**src/rtl/secded_tag_pkg.sv**
```systemverilog
package secded_tag_pkg;

    localparam int TAG_W = 31;
    localparam int CHK_W = 6;
    localparam int CW_W  = TAG_W + CHK_W + 1;

    typedef logic [TAG_W-1:0] tag_t;
    typedef logic [CW_W-1:0]  cw_t;

    typedef enum logic [1:0] {
        ECC_CLEAN = 2'd0,
        ECC_FIXED = 2'd1,
        ECC_FATAL = 2'd2
    } ecc_kind_e;

    typedef struct packed {
        ecc_kind_e kind;
        tag_t      tag;
        cw_t       fixed_cw;
    } ecc_result_t;

    typedef enum logic [1:0] {
        ST_IDLE = 2'd0,
        ST_LOOK = 2'd1,
        ST_FIX  = 2'd2
    } ctl_state_e;

    function automatic logic is_pow2(int p);
        return (p & (p - 1)) == 0;
    endfunction

    // Position 0: overall parity; powers of two: check bits; rest: tag bits ascending.
    function automatic cw_t ecc_encode(tag_t t);
        cw_t  cw;
        int   d;
        logic x;
        cw = '0;
        d  = 0;
        for (int p = 1; p < CW_W; p++) begin
            if (!is_pow2(p)) begin
                cw[p] = t[d];
                d++;
            end
        end
        for (int c = 0; c < CHK_W; c++) begin
            x = 1'b0;
            for (int p = 1; p < CW_W; p++) begin
                if (((p >> c) & 1) == 1 && p != (1 << c)) x ^= cw[p];
            end
            cw[1 << c] = x;
        end
        cw[0] = ^cw[CW_W-1:1];
        return cw;
    endfunction

    function automatic ecc_result_t ecc_decode(cw_t cw);
        ecc_result_t      r;
        logic [CHK_W-1:0] syn;
        logic             par;
        int               d;
        syn = '0;
        for (int p = 1; p < CW_W; p++) begin
            if (cw[p]) syn ^= CHK_W'(p);
        end
        par        = ^cw;
        r.fixed_cw = cw;
        if (!par) begin
            r.kind = (syn == '0) ? ECC_CLEAN : ECC_FATAL;
        end else if (int'(syn) < CW_W) begin
            r.kind          = ECC_FIXED;
            r.fixed_cw[syn] = ~cw[syn];
        end else begin
            r.kind = ECC_FATAL;
        end
        d     = 0;
        r.tag = '0;
        for (int p = 1; p < CW_W; p++) begin
            if (!is_pow2(p)) begin
                r.tag[d] = r.fixed_cw[p];
                d++;
            end
        end
        return r;
    endfunction

endpackage

```
**src/rtl/tag_ecc_check.sv**
```systemverilog
module tag_ecc_check
    import secded_tag_pkg::*;
(
    input  logic        valid_i,
    input  cw_t         cw_i,
    output ecc_result_t res_o
);
    always_comb begin
        res_o = ecc_decode(cw_i);
        // An invalid way is never inspected or scrubbed.
        if (!valid_i) res_o.kind = ECC_CLEAN;
    end
endmodule

```
**src/rtl/tag_store.sv**
```systemverilog
module tag_store
    import secded_tag_pkg::*;
#(
    parameter  int SETS  = 4,
    parameter  int WAYS  = 2,
    localparam int SET_W = (SETS > 1) ? $clog2(SETS) : 1,
    localparam int WAY_W = (WAYS > 1) ? $clog2(WAYS) : 1
) (
    input  logic             clk,
    input  logic             rst,
    input  logic [SET_W-1:0] rd_set_i,
    output logic [WAYS-1:0]  rd_vld_o,
    output cw_t [WAYS-1:0]   rd_cw_o,
    input  logic             fill_en_i,
    input  logic [SET_W-1:0] fill_set_i,
    input  logic [WAY_W-1:0] fill_way_i,
    input  cw_t              fill_cw_i,
    input  logic             fix_en_i,
    input  logic [SET_W-1:0] fix_set_i,
    input  logic [WAYS-1:0]  fix_keep_i,
    input  logic [WAYS-1:0]  fix_kill_i,
    input  cw_t [WAYS-1:0]   fix_cw_i
);
    logic vld_arr [SETS][WAYS];
    cw_t  cw_arr  [SETS][WAYS];

    for (genvar s = 0; s < SETS; s++) begin : g_set
        for (genvar w = 0; w < WAYS; w++) begin : g_way
            logic vld_q;
            cw_t  cw_q;
            logic fix_touch;
            logic fill_hit;

            assign fix_touch = fix_en_i && (fix_set_i == SET_W'(s))
                               && (fix_keep_i[w] || fix_kill_i[w]);
            assign fill_hit  = fill_en_i && (fill_set_i == SET_W'(s))
                               && (fill_way_i == WAY_W'(w));

            // Scrub writes win over a fill to the same entry.
            always_ff @(posedge clk) begin
                if (rst) begin
                    vld_q <= 1'b0;
                end else if (fix_touch) begin
                    if (fix_kill_i[w]) vld_q <= 1'b0;
                end else if (fill_hit) begin
                    vld_q <= 1'b1;
                end
            end

            always_ff @(posedge clk) begin
                if (fix_touch) begin
                    if (fix_keep_i[w]) cw_q <= fix_cw_i[w];
                end else if (fill_hit) begin
                    cw_q <= fill_cw_i;
                end
            end

            assign vld_arr[s][w] = vld_q;
            assign cw_arr[s][w]  = cw_q;
        end
    end

    always_comb begin
        for (int w = 0; w < WAYS; w++) begin
            rd_vld_o[w] = vld_arr[rd_set_i][w];
            rd_cw_o[w]  = cw_arr[rd_set_i][w];
        end
    end
endmodule

```
**src/rtl/tag_err_stats.sv**
```systemverilog
module tag_err_stats #(
    parameter  int CNT_W = 8,
    parameter  int WAYS  = 2,
    localparam int N_W   = $clog2(WAYS + 1)
) (
    input  logic             clk,
    input  logic             rst,
    input  logic             ev_en_i,
    input  logic [N_W-1:0]   ce_n_i,
    input  logic [N_W-1:0]   ue_n_i,
    output logic             ce_flag_o,
    output logic             ue_flag_o,
    output logic [CNT_W-1:0] ce_cnt_o,
    output logic [CNT_W-1:0] ue_cnt_o
);
    localparam logic [CNT_W-1:0] CNT_MAX = '1;

    logic [CNT_W:0] ce_sum;
    logic [CNT_W:0] ue_sum;

    assign ce_sum = {1'b0, ce_cnt_o} + (CNT_W+1)'(ce_n_i);
    assign ue_sum = {1'b0, ue_cnt_o} + (CNT_W+1)'(ue_n_i);

    always_ff @(posedge clk) begin
        if (rst) begin
            ce_flag_o <= 1'b0;
            ue_flag_o <= 1'b0;
            ce_cnt_o  <= '0;
            ue_cnt_o  <= '0;
        end else if (ev_en_i) begin
            if (ce_n_i != '0) ce_flag_o <= 1'b1;
            if (ue_n_i != '0) ue_flag_o <= 1'b1;
            ce_cnt_o <= ce_sum[CNT_W] ? CNT_MAX : ce_sum[CNT_W-1:0];
            ue_cnt_o <= ue_sum[CNT_W] ? CNT_MAX : ue_sum[CNT_W-1:0];
        end
    end

    assert_ce_sticky_R7: assert property (@(posedge clk) disable iff (rst)
        ce_flag_o |=> ce_flag_o);
    assert_ue_sticky_R7: assert property (@(posedge clk) disable iff (rst)
        ue_flag_o |=> ue_flag_o);
    assert_ce_hold_max_R8: assert property (@(posedge clk) disable iff (rst)
        (ce_cnt_o == CNT_MAX) |=> (ce_cnt_o == CNT_MAX));
    assert_ue_no_decrease_R8: assert property (@(posedge clk) disable iff (rst)
        1'b1 |=> (ue_cnt_o >= $past(ue_cnt_o)));
endmodule

```
**src/rtl/secded_tag_check.sv**
```systemverilog
module secded_tag_check
    import secded_tag_pkg::*;
#(
    parameter  int SETS  = 4,
    parameter  int WAYS  = 2,
    parameter  int CNT_W = 8,
    localparam int SET_W = (SETS > 1) ? $clog2(SETS) : 1,
    localparam int WAY_W = (WAYS > 1) ? $clog2(WAYS) : 1,
    localparam int N_W   = $clog2(WAYS + 1)
) (
    input  logic             clk,
    input  logic             rst,
    input  logic             req_valid_i,
    output logic             req_ready_o,
    input  logic [SET_W-1:0] req_set_i,
    input  logic [TAG_W-1:0] req_tag_i,
    output logic             rsp_valid_o,
    output logic             rsp_hit_o,
    output logic [WAY_W-1:0] rsp_way_o,
    input  logic             fill_valid_i,
    input  logic [SET_W-1:0] fill_set_i,
    input  logic [WAY_W-1:0] fill_way_i,
    input  logic [TAG_W-1:0] fill_tag_i,
    input  logic [CW_W-1:0]  fill_flip_i,
    output logic             err_ce_o,
    output logic             err_ue_o,
    output logic [CNT_W-1:0] ce_count_o,
    output logic [CNT_W-1:0] ue_count_o
);
    ctl_state_e       state_q;
    logic [SET_W-1:0] set_q;
    tag_t             tag_q;

    logic [WAYS-1:0]  rd_vld;
    cw_t [WAYS-1:0]   rd_cw;
    ecc_result_t      res [WAYS];
    cw_t [WAYS-1:0]   fix_cw;
    logic [WAYS-1:0]  keep_vec;
    logic [WAYS-1:0]  kill_vec;
    logic [WAYS-1:0]  hit_vec;
    logic [WAY_W-1:0] hit_way;
    logic [N_W-1:0]   ce_n;
    logic [N_W-1:0]   ue_n;
    logic             any_err;
    cw_t              fill_cw;

    assign fill_cw = ecc_encode(fill_tag_i) ^ fill_flip_i;

    tag_store #(.SETS(SETS), .WAYS(WAYS)) store_i (
        .clk        (clk),
        .rst        (rst),
        .rd_set_i   (set_q),
        .rd_vld_o   (rd_vld),
        .rd_cw_o    (rd_cw),
        .fill_en_i  (fill_valid_i),
        .fill_set_i (fill_set_i),
        .fill_way_i (fill_way_i),
        .fill_cw_i  (fill_cw),
        .fix_en_i   (state_q == ST_FIX),
        .fix_set_i  (set_q),
        .fix_keep_i (keep_vec),
        .fix_kill_i (kill_vec),
        .fix_cw_i   (fix_cw)
    );

    for (genvar w = 0; w < WAYS; w++) begin : g_dec
        tag_ecc_check dec_i (
            .valid_i (rd_vld[w]),
            .cw_i    (rd_cw[w]),
            .res_o   (res[w])
        );
        assign fix_cw[w]   = res[w].fixed_cw;
        assign keep_vec[w] = (res[w].kind == ECC_FIXED);
        assign kill_vec[w] = (res[w].kind == ECC_FATAL);
        assign hit_vec[w]  = rd_vld[w] && (res[w].kind == ECC_CLEAN)
                             && (res[w].tag == tag_q);
    end

    always_comb begin
        ce_n    = '0;
        ue_n    = '0;
        hit_way = '0;
        for (int w = 0; w < WAYS; w++) begin
            if (keep_vec[w]) ce_n = ce_n + N_W'(1);
            if (kill_vec[w]) ue_n = ue_n + N_W'(1);
        end
        for (int w = WAYS - 1; w >= 0; w--) begin
            if (hit_vec[w]) hit_way = WAY_W'(w);
        end
    end

    assign any_err     = (keep_vec | kill_vec) != '0;
    assign req_ready_o = (state_q == ST_IDLE);

    always_ff @(posedge clk) begin
        if (rst) begin
            state_q     <= ST_IDLE;
            set_q       <= '0;
            tag_q       <= '0;
            rsp_valid_o <= 1'b0;
            rsp_hit_o   <= 1'b0;
            rsp_way_o   <= '0;
        end else begin
            rsp_valid_o <= 1'b0;
            case (state_q)
                ST_IDLE: begin
                    if (req_valid_i) begin
                        set_q   <= req_set_i;
                        tag_q   <= req_tag_i;
                        state_q <= ST_LOOK;
                    end
                end
                ST_LOOK: begin
                    if (any_err) begin
                        state_q <= ST_FIX;
                    end else begin
                        rsp_valid_o <= 1'b1;
                        rsp_hit_o   <= hit_vec != '0;
                        rsp_way_o   <= hit_way;
                        state_q     <= ST_IDLE;
                    end
                end
                ST_FIX:  state_q <= ST_LOOK;
                default: state_q <= ST_IDLE;
            endcase
        end
    end

    tag_err_stats #(.CNT_W(CNT_W), .WAYS(WAYS)) stats_i (
        .clk       (clk),
        .rst       (rst),
        .ev_en_i   ((state_q == ST_LOOK) && any_err),
        .ce_n_i    (ce_n),
        .ue_n_i    (ue_n),
        .ce_flag_o (err_ce_o),
        .ue_flag_o (err_ue_o),
        .ce_cnt_o  (ce_count_o),
        .ue_cnt_o  (ue_count_o)
    );

    assert_rsp_single_R1: assert property (@(posedge clk) disable iff (rst)
        rsp_valid_o |=> !rsp_valid_o);
    assert_rsp_when_free_R3: assert property (@(posedge clk) disable iff (rst)
        rsp_valid_o |-> req_ready_o);
    assert_retry_clean_R4: assert property (@(posedge clk) disable iff (rst)
        (state_q == ST_FIX && !fill_valid_i) |=> !any_err);
    assert_killed_never_hits_R5: assert property (@(posedge clk) disable iff (rst)
        (state_q == ST_FIX && !fill_valid_i) |=> ((hit_vec & $past(kill_vec)) == '0));
endmodule

```
**config.mk**
```make
export PLATFORM = sky130hd
export DESIGN_NAME = secded_tag_check
export DESIGN_NICKNAME = d
export VERILOG_FILES = /design/src/rtl/secded_tag_pkg.sv /design/src/rtl/tag_ecc_check.sv /design/src/rtl/tag_store.sv /design/src/rtl/tag_err_stats.sv /design/src/rtl/secded_tag_check.sv
export SDC_FILE = /design/constraint.sdc
export NUM_CORES = 1
export LEC_CHECK = 0
export BUFFER_PORTS_ARGS = -buffer_cell sky130_fd_sc_hd__clkbuf_2
export CAP_MARGIN = 10
export CORE_ASPECT_RATIO = 0.6
export CORE_MARGIN = 5
export CORE_UTILIZATION = 43
export DETAILED_ROUTE_END_ITERATION = 16
export SLEW_MARGIN = 25
export SYNTH_ARGS = -nofsm -noshare
export SYNTH_HDL_FRONTEND = slang
export SYNTH_HIERARCHICAL = 1
export SYNTH_SLANG_ARGS = --single-unit
```
**constraint.sdc**
```tcl
create_clock -name clk -period 7.9 [get_ports clk]
set_clock_uncertainty 0.2 [all_clocks]
set_input_delay 1.58 -clock clk [delete_from_list [all_inputs] [get_ports clk]]
set_output_delay 1.58 -clock clk [all_outputs]
set_load 0.01 [all_outputs]
```
Word-level counts from Yosys, hierarchy flattened
Index checks and enable logic that the tools add are counted.
W data, S select, Z words.
{"block": "word_totals", "register_bits": 368, "word_cells": 455}
{"block": "op_classes", "addsub": 4, "order_cmp": 7, "n_mux": 150, "n_reduce_logical": 76, "eq_ne": 31, "n_bitwise": 161}
{"op": "$mux W38", "n": 22}
{"op": "$mux W5", "n": 32}
{"op": "$bmux W76 S2", "n": 1}
{"op": "$mux W76", "n": 2}
{"op": "$xor A1 B1 Y1", "n": 81}
{"op": "$bwmux W38", "n": 2}
{"op": "$reduce_xor A38 Y1", "n": 2}
{"op": "$mux W6", "n": 12}
{"op": "$not A3 Y3", "n": 24}
{"op": "$mux W4", "n": 16}
{"op": "$eq A31 B31 Y1", "n": 2}
{"op": "$not A2 Y2", "n": 26}
{"op": "$not A4 Y4", "n": 10}
{"op": "$reduce_and A2 Y1", "n": 20}
{"op": "$xor A38 B38 Y38", "n": 1}
{"op": "$reduce_xor A37 Y1", "n": 1}
{"op": "$mux W2", "n": 18}
{"op": "$ne A2 B2 Y1 const B", "n": 17}
{"op": "$logic_and A1 B1 Y1", "n": 31}
{"op": "$mux W1", "n": 29}
{"op": "$mux W3", "n": 8}
{"op": "$reduce_bool A2 Y1", "n": 12}
{"op": "$add A8 B2 Y9", "n": 2}
{"op": "$mux W8", "n": 2}
{"op": "other kinds (20)", "n": 56}

Longest topological paths before layout
Gate-level depths: netlist (run 1).
{"block": "logic_depth", "word_depth": 83, "depth_mapped": 23, "mapped_depth_nobuf": 19}

Hierarchy
Netlist (run 1), hierarchy kept.
{"module": "tag_store", "n_inst": 1, "cells_per_inst": 817, "area_each_um2": 15203.3}
{"module": "secded_tag_check", "n_inst": 1, "cells_per_inst": 358, "area_each_um2": 3118.0}
{"module": "tag_ecc_check (g_dec[0].dec_i)", "n_inst": 1, "cells_per_inst": 262, "area_each_um2": 2147.1}
{"module": "tag_ecc_check (g_dec[1].dec_i)", "n_inst": 1, "cells_per_inst": 269, "area_each_um2": 2070.7}
{"module": "tag_err_stats", "n_inst": 1, "cells_per_inst": 109, "area_each_um2": 928.4}

Worst setup path after synthesis (run 1)
OpenSTA, ideal clock, no wires.
{"block": "synth_timing", "path_kind": "register to register", "from": "register set_q[0]", "to": "register store_i.g_set[0].g_way[1].cw_q[0] (enable)", "synth_period_minus_slack_ns": 8.806, "setup_slack_ns": -0.906, "path_stages_with_launch": 18, "arrival_ns": 8.067, "n_path_buf": 3, "cell_sequence": "dfxtp_1 buf_2 buf_2 mux4_2 xor2_1 xnor2_1 xor2_2 xor2_1 nand2b_1 nor4_4 a21oi_1 nor2b_1 inv_1 ha_1 nor2_1 nor2_4 buf_6 o41ai_1"}
{"element": "start: declaration", "line": "secded_tag_check.sv:31", "source": "logic [SET_W-1:0] set_q;"}
{"element": "start signal: assignment", "line": "secded_tag_check.sv:108", "source": "set_q <= req_set_i;"}
{"element": "end signal: assignment", "line": "tag_store.sv:52", "source": "if (fix_keep_i[w]) cw_q <= fix_cw_i[w];"}
{"element": "end signal: assignment", "line": "tag_store.sv:54", "source": "cw_q <= fill_cw_i;"}
{"element": "end: declaration", "line": "tag_store.sv:30", "source": "cw_t cw_q;"}

==> results of run 1 <==
==> worst register-to-register path, delay by kind of cell, from the launching register on <==
family	cells	cell delay, ns
and+or+nand+nor	3	0.93
DFF	1	0.69
muxes	3	1.56
buffers and inverters	2	0.58
AOI/OAI and AO/OA	4	1.06
xor gates and xnor gates	5	1.72
==> final cells by class <==
cell class / count / share of cell area, %
Clock buffer: 59 / 4.40
Clock inverter: 4 / 0.198
Inverter: 25 / 0.363
Multi-Input combinational cell: 1272 / 47.1
Sequential cell: 368 / 40.3
Tap cell: 714 / 3.46
Timing Repair Buffer: 174 / 4.18
==> cells in the mapped netlist (9+ instances only) <==
| library cell | count | area share [%] |
|---|---|---|
| buf_4 | 67 | 2.1 |
| xnor2_1 | 167 | 6.2 |
| edfxtp_1 | 304 | 39 |
| inv_1 | 24 | 0.38 |
| nor4_1 | 11 | 0.29 |
| mux2i_1 | 9 | 0.38 |
| clkbuf_1 | 22 | 0.35 |
| xnor3_1 | 13 | 1.2 |
| mux2_2 | 337 | 16 |
| o21ai_0 | 17 | 0.36 |
| mux4_2 | 79 | 7.6 |
| nand2_1 | 128 | 2.0 |
| buf_2 | 39 | 0.83 |
| a21oi_1 | 101 | 2.2 |
| buf_6 | 12 | 0.58 |
| nor2_1 | 67 | 1.1 |
| ha_1 | 12 | 0.64 |
| nand3_1 | 22 | 0.47 |
| xor2_1 | 87 | 3.2 |
| dfxtp_1 | 64 | 5.5 |
| nor3_1 | 22 | 0.47 |
| xnor2_2 | 9 | 0.62 |
| o31ai_1 | 9 | 0.29 |
| a31oi_1 | 11 | 0.29 |
| nand4_1 | 19 | 0.51 |
==> per-layer routing <==
layer / part of all wire, % / GRT usage [%] / vias to the layer above
met3: 12 / 8.03 / 69
met5: 0 / 0 / -
met1: 48 / 40.0 / 8098
li1: - / - / 6885
met4: 1.2 / 3.05 / 0
met2: 38 / 32.9 / 860
==> registers in the layout (all words and copies together), names as in the netlist <==
register	count
tag_q	31
set_q	2
state_q	2
rsp_way_o	1
stats_i/ue_flag_o	1
rsp_hit_o	1
stats_i/ce_flag_o	1
store_i/g_set.g_way.cw_q	304
stats_i/ce_cnt_o	8
stats_i/ue_cnt_o	8
rsp_valid_o	1
store_i/g_set.g_way.vld_q	8
==> cell families after synthesis <==
group | after synthesis | synth area share, %
AO/OA/AOI/OAI | 197 | 5.50
XOR/XNOR | 290 | 12.8
adder cells (fa/ha/maj) | 16 | 0.896
buffers and inverters | 175 | 4.61
flip-flops | 368 | 44.4
multiplexers | 437 | 24.9
AND/OR/NAND/NOR | 332 | 7.02
==> cell usage in the layout, fill, tap and decap left out, drive strengths merged, types with 19 or more instances in the layout <==
cell    count
dfxtp      64
nor3       26
nand2     130
nand4      19
nor2       70
buf        44
xor2       90
nand3      22
mux2      348
xnor2     178
xnor3      21
edfxtp    304
inv        25
a21oi     106
mux4       80
clkbuf    189
==> metrics by stage <==
| step | hold WS [ns] | power (µW) |
|---|---|---|
| 2_1_floorplan | 0.238 | 5560 |
| 3_3_place_gp | 0.235 | 6590 |
| 3_5_place_dp | 0.240 | 6620 |
| 4_1_cts | 0.250 | 8420 |
| 5_1_grt | 0.280 | 8840 |
| 6_report | 0.249 | 8530 |
==> power by group through the flow <==
stage | clock network (µW) | registers (µW) | logic (µW)
final | 1780 | 2370 | 4370
after CTS | 1820 | 2370 | 4230
after detailed placement | 0 | 2410 | 4210
after global routing | 1900 | 2370 | 4570
after global placement | 0 | 2410 | 4180
after floorplan | 0 | 2380 | 3170
==> worst max path at each step <==
stage / end / slack, ns / depth (start not counted)
3_3_place_gp: stats_i/ue_cnt_o[3]$_SDFFE_PP0P_ / 1.30 / 17
6_report: rsp_way_o$_SDFFE_PP0P_ / 0.98 / 17
4_1_cts: stats_i/ue_cnt_o[5]$_SDFFE_PP0P_ / 1.19 / 17
3_5_place_dp: rsp_way_o$_SDFFE_PP0P_ / 1.23 / 17
5_1_grt: rsp_way_o$_SDFFE_PP0P_ / 0.82 / 17
2_1_floorplan: store_i/g_set[3].g_way[1].cw_q[0]$_DFFE_PP_ / 0.08 / 18
==> results.sh, run 1 <==
export IMPL_status="finished clean"
export IMPL_gp_congestion=0.960
export IMPL_multiInputGateArea_um2=12200
export IMPL_regArea_um2=10400
export IMPL_drc=0
export IMPL_pwr_share_comb_pct=51.3
export IMPL_startpoint_type="flop"
export IMPL_hold_end="stats_i/ue_flag_o$_SDFFE_PP0P_"
export IMPL_p_sw_uw=3580
export IMPL_clkPwrFrac_pct=20.9
export IMPL_numPortBuffers=130
export IMPL_cts_root_buf="clkbuf_16"
export IMPL_syn_nets=1938
export IMPL_track_usage_pct=24.8
export IMPL_finalCritPeriodShare_pct=87.5
export IMPL_ys_ff_latch=368
export IMPL_startpoint="set_q[0]$_SDFFE_PP0P_"
export IMPL_rsz0062_at_grt="no"
export IMPL_finish_utilization_pct=47.8
export IMPL_area_growth_pct=10.1
export IMPL_crit_required_ns=8.09
export IMPL_finalMaxSlewViolations=0
export IMPL_grt_pass1_wl_um=109000
export IMPL_clkLatencyLatePin_ns=0.54
export IMPL_synth_edf_count=304
export IMPL_coreArea_um2=54100
export IMPL_cts_buffers=38
export IMPL_ir_drop_mv=0.264
export IMPL_post_drt_wl_per_cell_um=29.0
export IMPL_diodes=0
export IMPL_placed_cells=2553
export IMPL_synth_distinct_cells=96
export IMPL_swShare_pct=42.0
export IMPL_path_clk_slew_ns=0.06
export IMPL_dieArea_um2=59500
export IMPL_crit_type="flop to flop"
export IMPL_cts_tree="yes"
export IMPL_clockBufferDepth=3
export IMPL_crit_buf_inv=2
export IMPL_period_minus_slack_ns=6.92
export IMPL_rrSetupSlack_ns=0.98
export IMPL_layout_cells_non_filler=2616
export IMPL_maxCapViolations=0
export IMPL_vias_per_cell=6.08
export IMPL_cp_slowest_stage_delay_ns=0.69
export IMPL_seqPwrFrac_pct=27.8
export IMPL_min_from="stats_i/ue_flag_o$_SDFFE_PP0P_"
export IMPL_path_common_cell="xnor3_2"
export IMPL_critical_path_top_delay_family="XOR/XNOR gates"
export IMPL_hold_depth=2
export IMPL_yosysWarningCount=6
export IMPL_r2r_end="rsp_way_o$_SDFFE_PP0P_"
export IMPL_start_util_pct=43.4
export IMPL_syn_area_per_cell_um2=12.9
export IMPL_netlist_instances=1815
export IMPL_r2r_start="set_q[0]$_SDFFE_PP0P_"
export IMPL_detailedPlace_worstSlack_ns=1.23
export IMPL_cts_setup_buffers=0
export IMPL_fillers=4770
export IMPL_worstHoldPathType="flop to flop"
export IMPL_worstPathCellList="buf_12 -> mux4_2 -> xnor3_1 -> xnor3_2 -> xnor3_2 -> xnor2_4 -> buf_4 -> mux4_1 -> nand2_1 -> o31ai_1 -> o211ai_2 -> mux2_2 -> xor2_1 -> nor4_1 -> nand4_1 -> o2111ai_1 -> a21oi_1"
export IMPL_fin_ws_ns=0.985
export IMPL_synth_seq_area_share_pct=44.4
export IMPL_htree_levels=2
export IMPL_final_nets=2002
export IMPL_slowest_stage="dfxtp_4"
export IMPL_slew_headroom_pct=23.2
export IMPL_clock_sinks=368
export IMPL_grt_pass1_vias=15143
export IMPL_wirelength_um=75900
export IMPL_end_kind="flop"
export IMPL_crit_fanout=23
export IMPL_post_cts_resized=0
export IMPL_power_density_nw_per_um2=330
export IMPL_tightest_slew_ns=1.14
export IMPL_async_flop_share_pct=0
export IMPL_hpwl_um=55100
export IMPL_yosys_most_used_dff="edfxtp_1"
export IMPL_p_int_uw=4940
export IMPL_post_dp_cell_area_um2=24600
export IMPL_power_leakage_uw=0.00867
export IMPL_drive_gt1_share_pct=37.9
export IMPL_critPathArrivalTime_ns=7.11
export IMPL_grt_max_degree=57
export IMPL_overflow=0
export IMPL_finalSetupTns_ns=0
export IMPL_final_area_um2=25800
export IMPL_vias=15912
export IMPL_reg2regPathDepth=17
export IMPL_hold_viol=0
export IMPL_synthesis_area_um2=23500
export IMPL_fmaxAchievable_mhz=145
export IMPL_drtAntennaViolNets=0
export IMPL_setup_viol=0
export IMPL_rows=66
export IMPL_first_pass_iters=5
export IMPL_fp_dieW_um=312
export IMPL_cts_hold_buf=0
export IMPL_ios=131
export IMPL_die_y_um=191
export IMPL_antenna_found_initial=1
export IMPL_drtIter0Drc=1930
Note: power is estimated with default switching activity, not from simulation.
==> run 2: changes to the inputs <==
--- a/config.mk
+++ b/config.mk
@@ -11,8 +11,10 @@
 export CORE_MARGIN = 5
 export CORE_UTILIZATION = 43
 export DETAILED_ROUTE_END_ITERATION = 16
+export PLACE_DENSITY = 0.61
 export SLEW_MARGIN = 25
 export SYNTH_ARGS = -nofsm -noshare
 export SYNTH_HDL_FRONTEND = slang
 export SYNTH_HIERARCHICAL = 1
 export SYNTH_SLANG_ARGS = --single-unit
+export TNS_END_PERCENT = 30
==> constraint.sdc (replaced) <==
create_clock -name clk -period 7.9 [get_ports clk]
set_clock_uncertainty 0.2 [all_clocks]
set_input_delay 1.975 -clock clk [delete_from_list [all_inputs] [get_ports clk]]
set_output_delay 1.975 -clock clk [all_outputs]
set_load 0.01 [all_outputs]
==> results.sh, run 2 (synthesized netlist as in run 1, its figures left out) <==
export IMPL_status="finished clean"
export IMPL_rsz0062_at_grt="no"
export IMPL_finalCritPeriodShare_pct=92.6
export IMPL_reg_top3="store_i/g_set.g_way.cw_q (304), tag_q (31)"
export IMPL_power_density_nw_per_um2=332
export IMPL_fillers=4770
export IMPL_numPortBuffers=130
export IMPL_fmaxAchievable_mhz=137
export IMPL_grt_pass1_vias=15208
export IMPL_detailedPlace_worstSlack_ns=0.854
export IMPL_coreArea_um2=54100
export IMPL_finalSetupTns_ns=0
export IMPL_area_growth_pct=10.7
export IMPL_worstPathCellList="mux4_2 -> xnor3_1 -> xnor3_2 -> xnor3_2 -> xnor2_4 -> mux4_1 -> nand2_1 -> o31ai_1 -> o211ai_2 -> mux2_2 -> xor2_1 -> nor4_1 -> nand4_1 -> o2111ai_1 -> a21oi_1"
export IMPL_post_cts_resized=0
export IMPL_path_clk_slew_ns=0.07
export IMPL_met1_usage_pct=38.6
export IMPL_multiInputGateArea_um2=12200
export IMPL_dieArea_um2=59500
export IMPL_crit_buf_inv=0
export IMPL_track_usage_pct=24.4
export IMPL_fp_dieW_um=312
export IMPL_drtAntennaViolNets=0
export IMPL_gp_congestion=0.981
export IMPL_busiest_layer="met1"
export IMPL_cts_hold_buf=0
export IMPL_regArea_um2=10400
export IMPL_cts_setup_buffers=0
export IMPL_grt_met2_usage_pct=31.4
export IMPL_cts_buffers=38
export IMPL_period_minus_slack_ns=7.32
export IMPL_finalMaxSlewViolations=0
export IMPL_grt_max_degree=57
export IMPL_post_drt_wl_per_cell_um=28.6
export IMPL_largest_register="store_i/g_set.g_way.cw_q"
export IMPL_antenna_found_initial=0
export IMPL_crit_fanout=39
export IMPL_clkLatencyLatePin_ns=0.56
export IMPL_vias_per_cell=6.07
export IMPL_critical_path_top_delay_family="XOR/XNOR gates"
export IMPL_cts_tree="yes"
export IMPL_cts_root_buf="clkbuf_16"
export IMPL_htree_levels=2
export IMPL_crit_required_ns=8.10
export IMPL_largest_reg_flops=304
export IMPL_rows=66
export IMPL_clock_sinks=368
export IMPL_grt_use_met3_pct=8.96
export IMPL_drive_gt1_share_pct=38.3
export IMPL_crit_type="flop to flop"
export IMPL_power_leakage_uw=0.00874
export IMPL_worstHoldPathType="flop to flop"
export IMPL_vias=15946
export IMPL_ios=131
export IMPL_maxCapViolations=0
export IMPL_final_nets=2006
export IMPL_layout_commonest_cell="mux2_2"
export IMPL_drtIter0Drc=1841
export IMPL_cp_slowest_stage_delay_ns=0.90
export IMPL_startpoint_type="flop"
export IMPL_critPathArrivalTime_ns=7.52
export IMPL_hpwl_um=54700
export IMPL_setup_viol=0
export IMPL_hold_viol=0
export IMPL_tightest_slew_ns=1.17
export IMPL_drc=0
export IMPL_overflow=0
export IMPL_fin_ws_ns=0.582
export IMPL_end_kind="flop"
export IMPL_grt_pass1_wl_um=107000
export IMPL_start_util_pct=43.4
export IMPL_slowest_stage="dfxtp_4"
export IMPL_clockBufferDepth=3
export IMPL_wirelength_um=75000
export IMPL_die_y_um=191
export IMPL_ir_drop_mv=0.338
export IMPL_slew_headroom_pct=21.8
export IMPL_layout_common_cells="337 x mux2_2, 304 x edfxtp_1, 166 x xnor2_1"
export IMPL_first_pass_iters=6
export IMPL_path_common_cell="xnor3_2"
## run 2: changes by cell type in the layout (fill, tap and decap cells not counted), sizes merged
| cell | previous run | this run |
|---|---|---|
| inv | 25 | 27 |
| diode | 0 | 3 |
| clkbuf | 189 | 182 |
| clkinv | 3 | 11 |
| buf | 44 | 48 |
| bufinv | 1 | 2 |
## run 2: routing by layer
| metal | routed length (µm) | vias up |
|---|---|---|
| met4 | 1360 | 2 |
| met2 | 28000 | 934 |
| met1 | 35800 | 8015 |
| li1 | - | 6893 |
| met5 | 186 | - |
| met3 | 9600 | 102 |
## run 2: worst min-delay path, delay by kind of cell (launching register included)
kind            cells  cell delay (ns)
buf+inv             1             0.05
flops               1             0.31
compound gates      1             0.05
## run 2: final timing paths
check	from	end	slack, ns	cells after the start
worst min register to register	stats_i/ue_flag_o$_SDFFE_PP0P_	stats_i/ue_flag_o$_SDFFE_PP0P_	0.25	2
worst min-delay path	stats_i/ue_flag_o$_SDFFE_PP0P_	stats_i/ue_flag_o$_SDFFE_PP0P_	0.25	2
worst max-delay path	set_q[0]$_SDFFE_PP0P_	rsp_way_o$_SDFFE_PP0P_	0.58	15
worst max register to register	set_q[0]$_SDFFE_PP0P_	rsp_way_o$_SDFFE_PP0P_	0.58	15
## run 2: power by group
| group | total, µW | switching (µW) | internal [µW] |
|---|---|---|---|
| Combinational | 4330 | 2700 | 1630 |
| Sequential | 2370 | 55.8 | 2320 |
| Clock | 1910 | 812 | 1100 |
| Total | 8610 | 3570 | 5050 |
## run 2: area by class of cell
| type | instances | share of cell area [%] |
|---|---|---|
| diodes | 3 | 0.0289 |
| clock buffers | 52 | 4.47 |
| clock inverters | 15 | 0.573 |
| inverters | 25 | 0.361 |
| multi-input cells | 1272 | 46.8 |
| flip-flops and latches | 368 | 40.1 |
| well taps | 714 | 3.44 |
| repair buffers | 178 | 4.18 |
## run 2: metrics by stage
step	cells	utilization [%]	area, µm²	power, µW	hold slack (ns)
floorplan	1815	-	23500	5560	0.238
global placement	2557	45.5	24600	6530	0.238
detailed placement	2557	45.5	24600	6600	0.247
CTS	2624	48.0	25900	8520	0.257
global route	2624	48.0	26000	8970	0.285
finish	2627	48.0	26000	8610	0.252
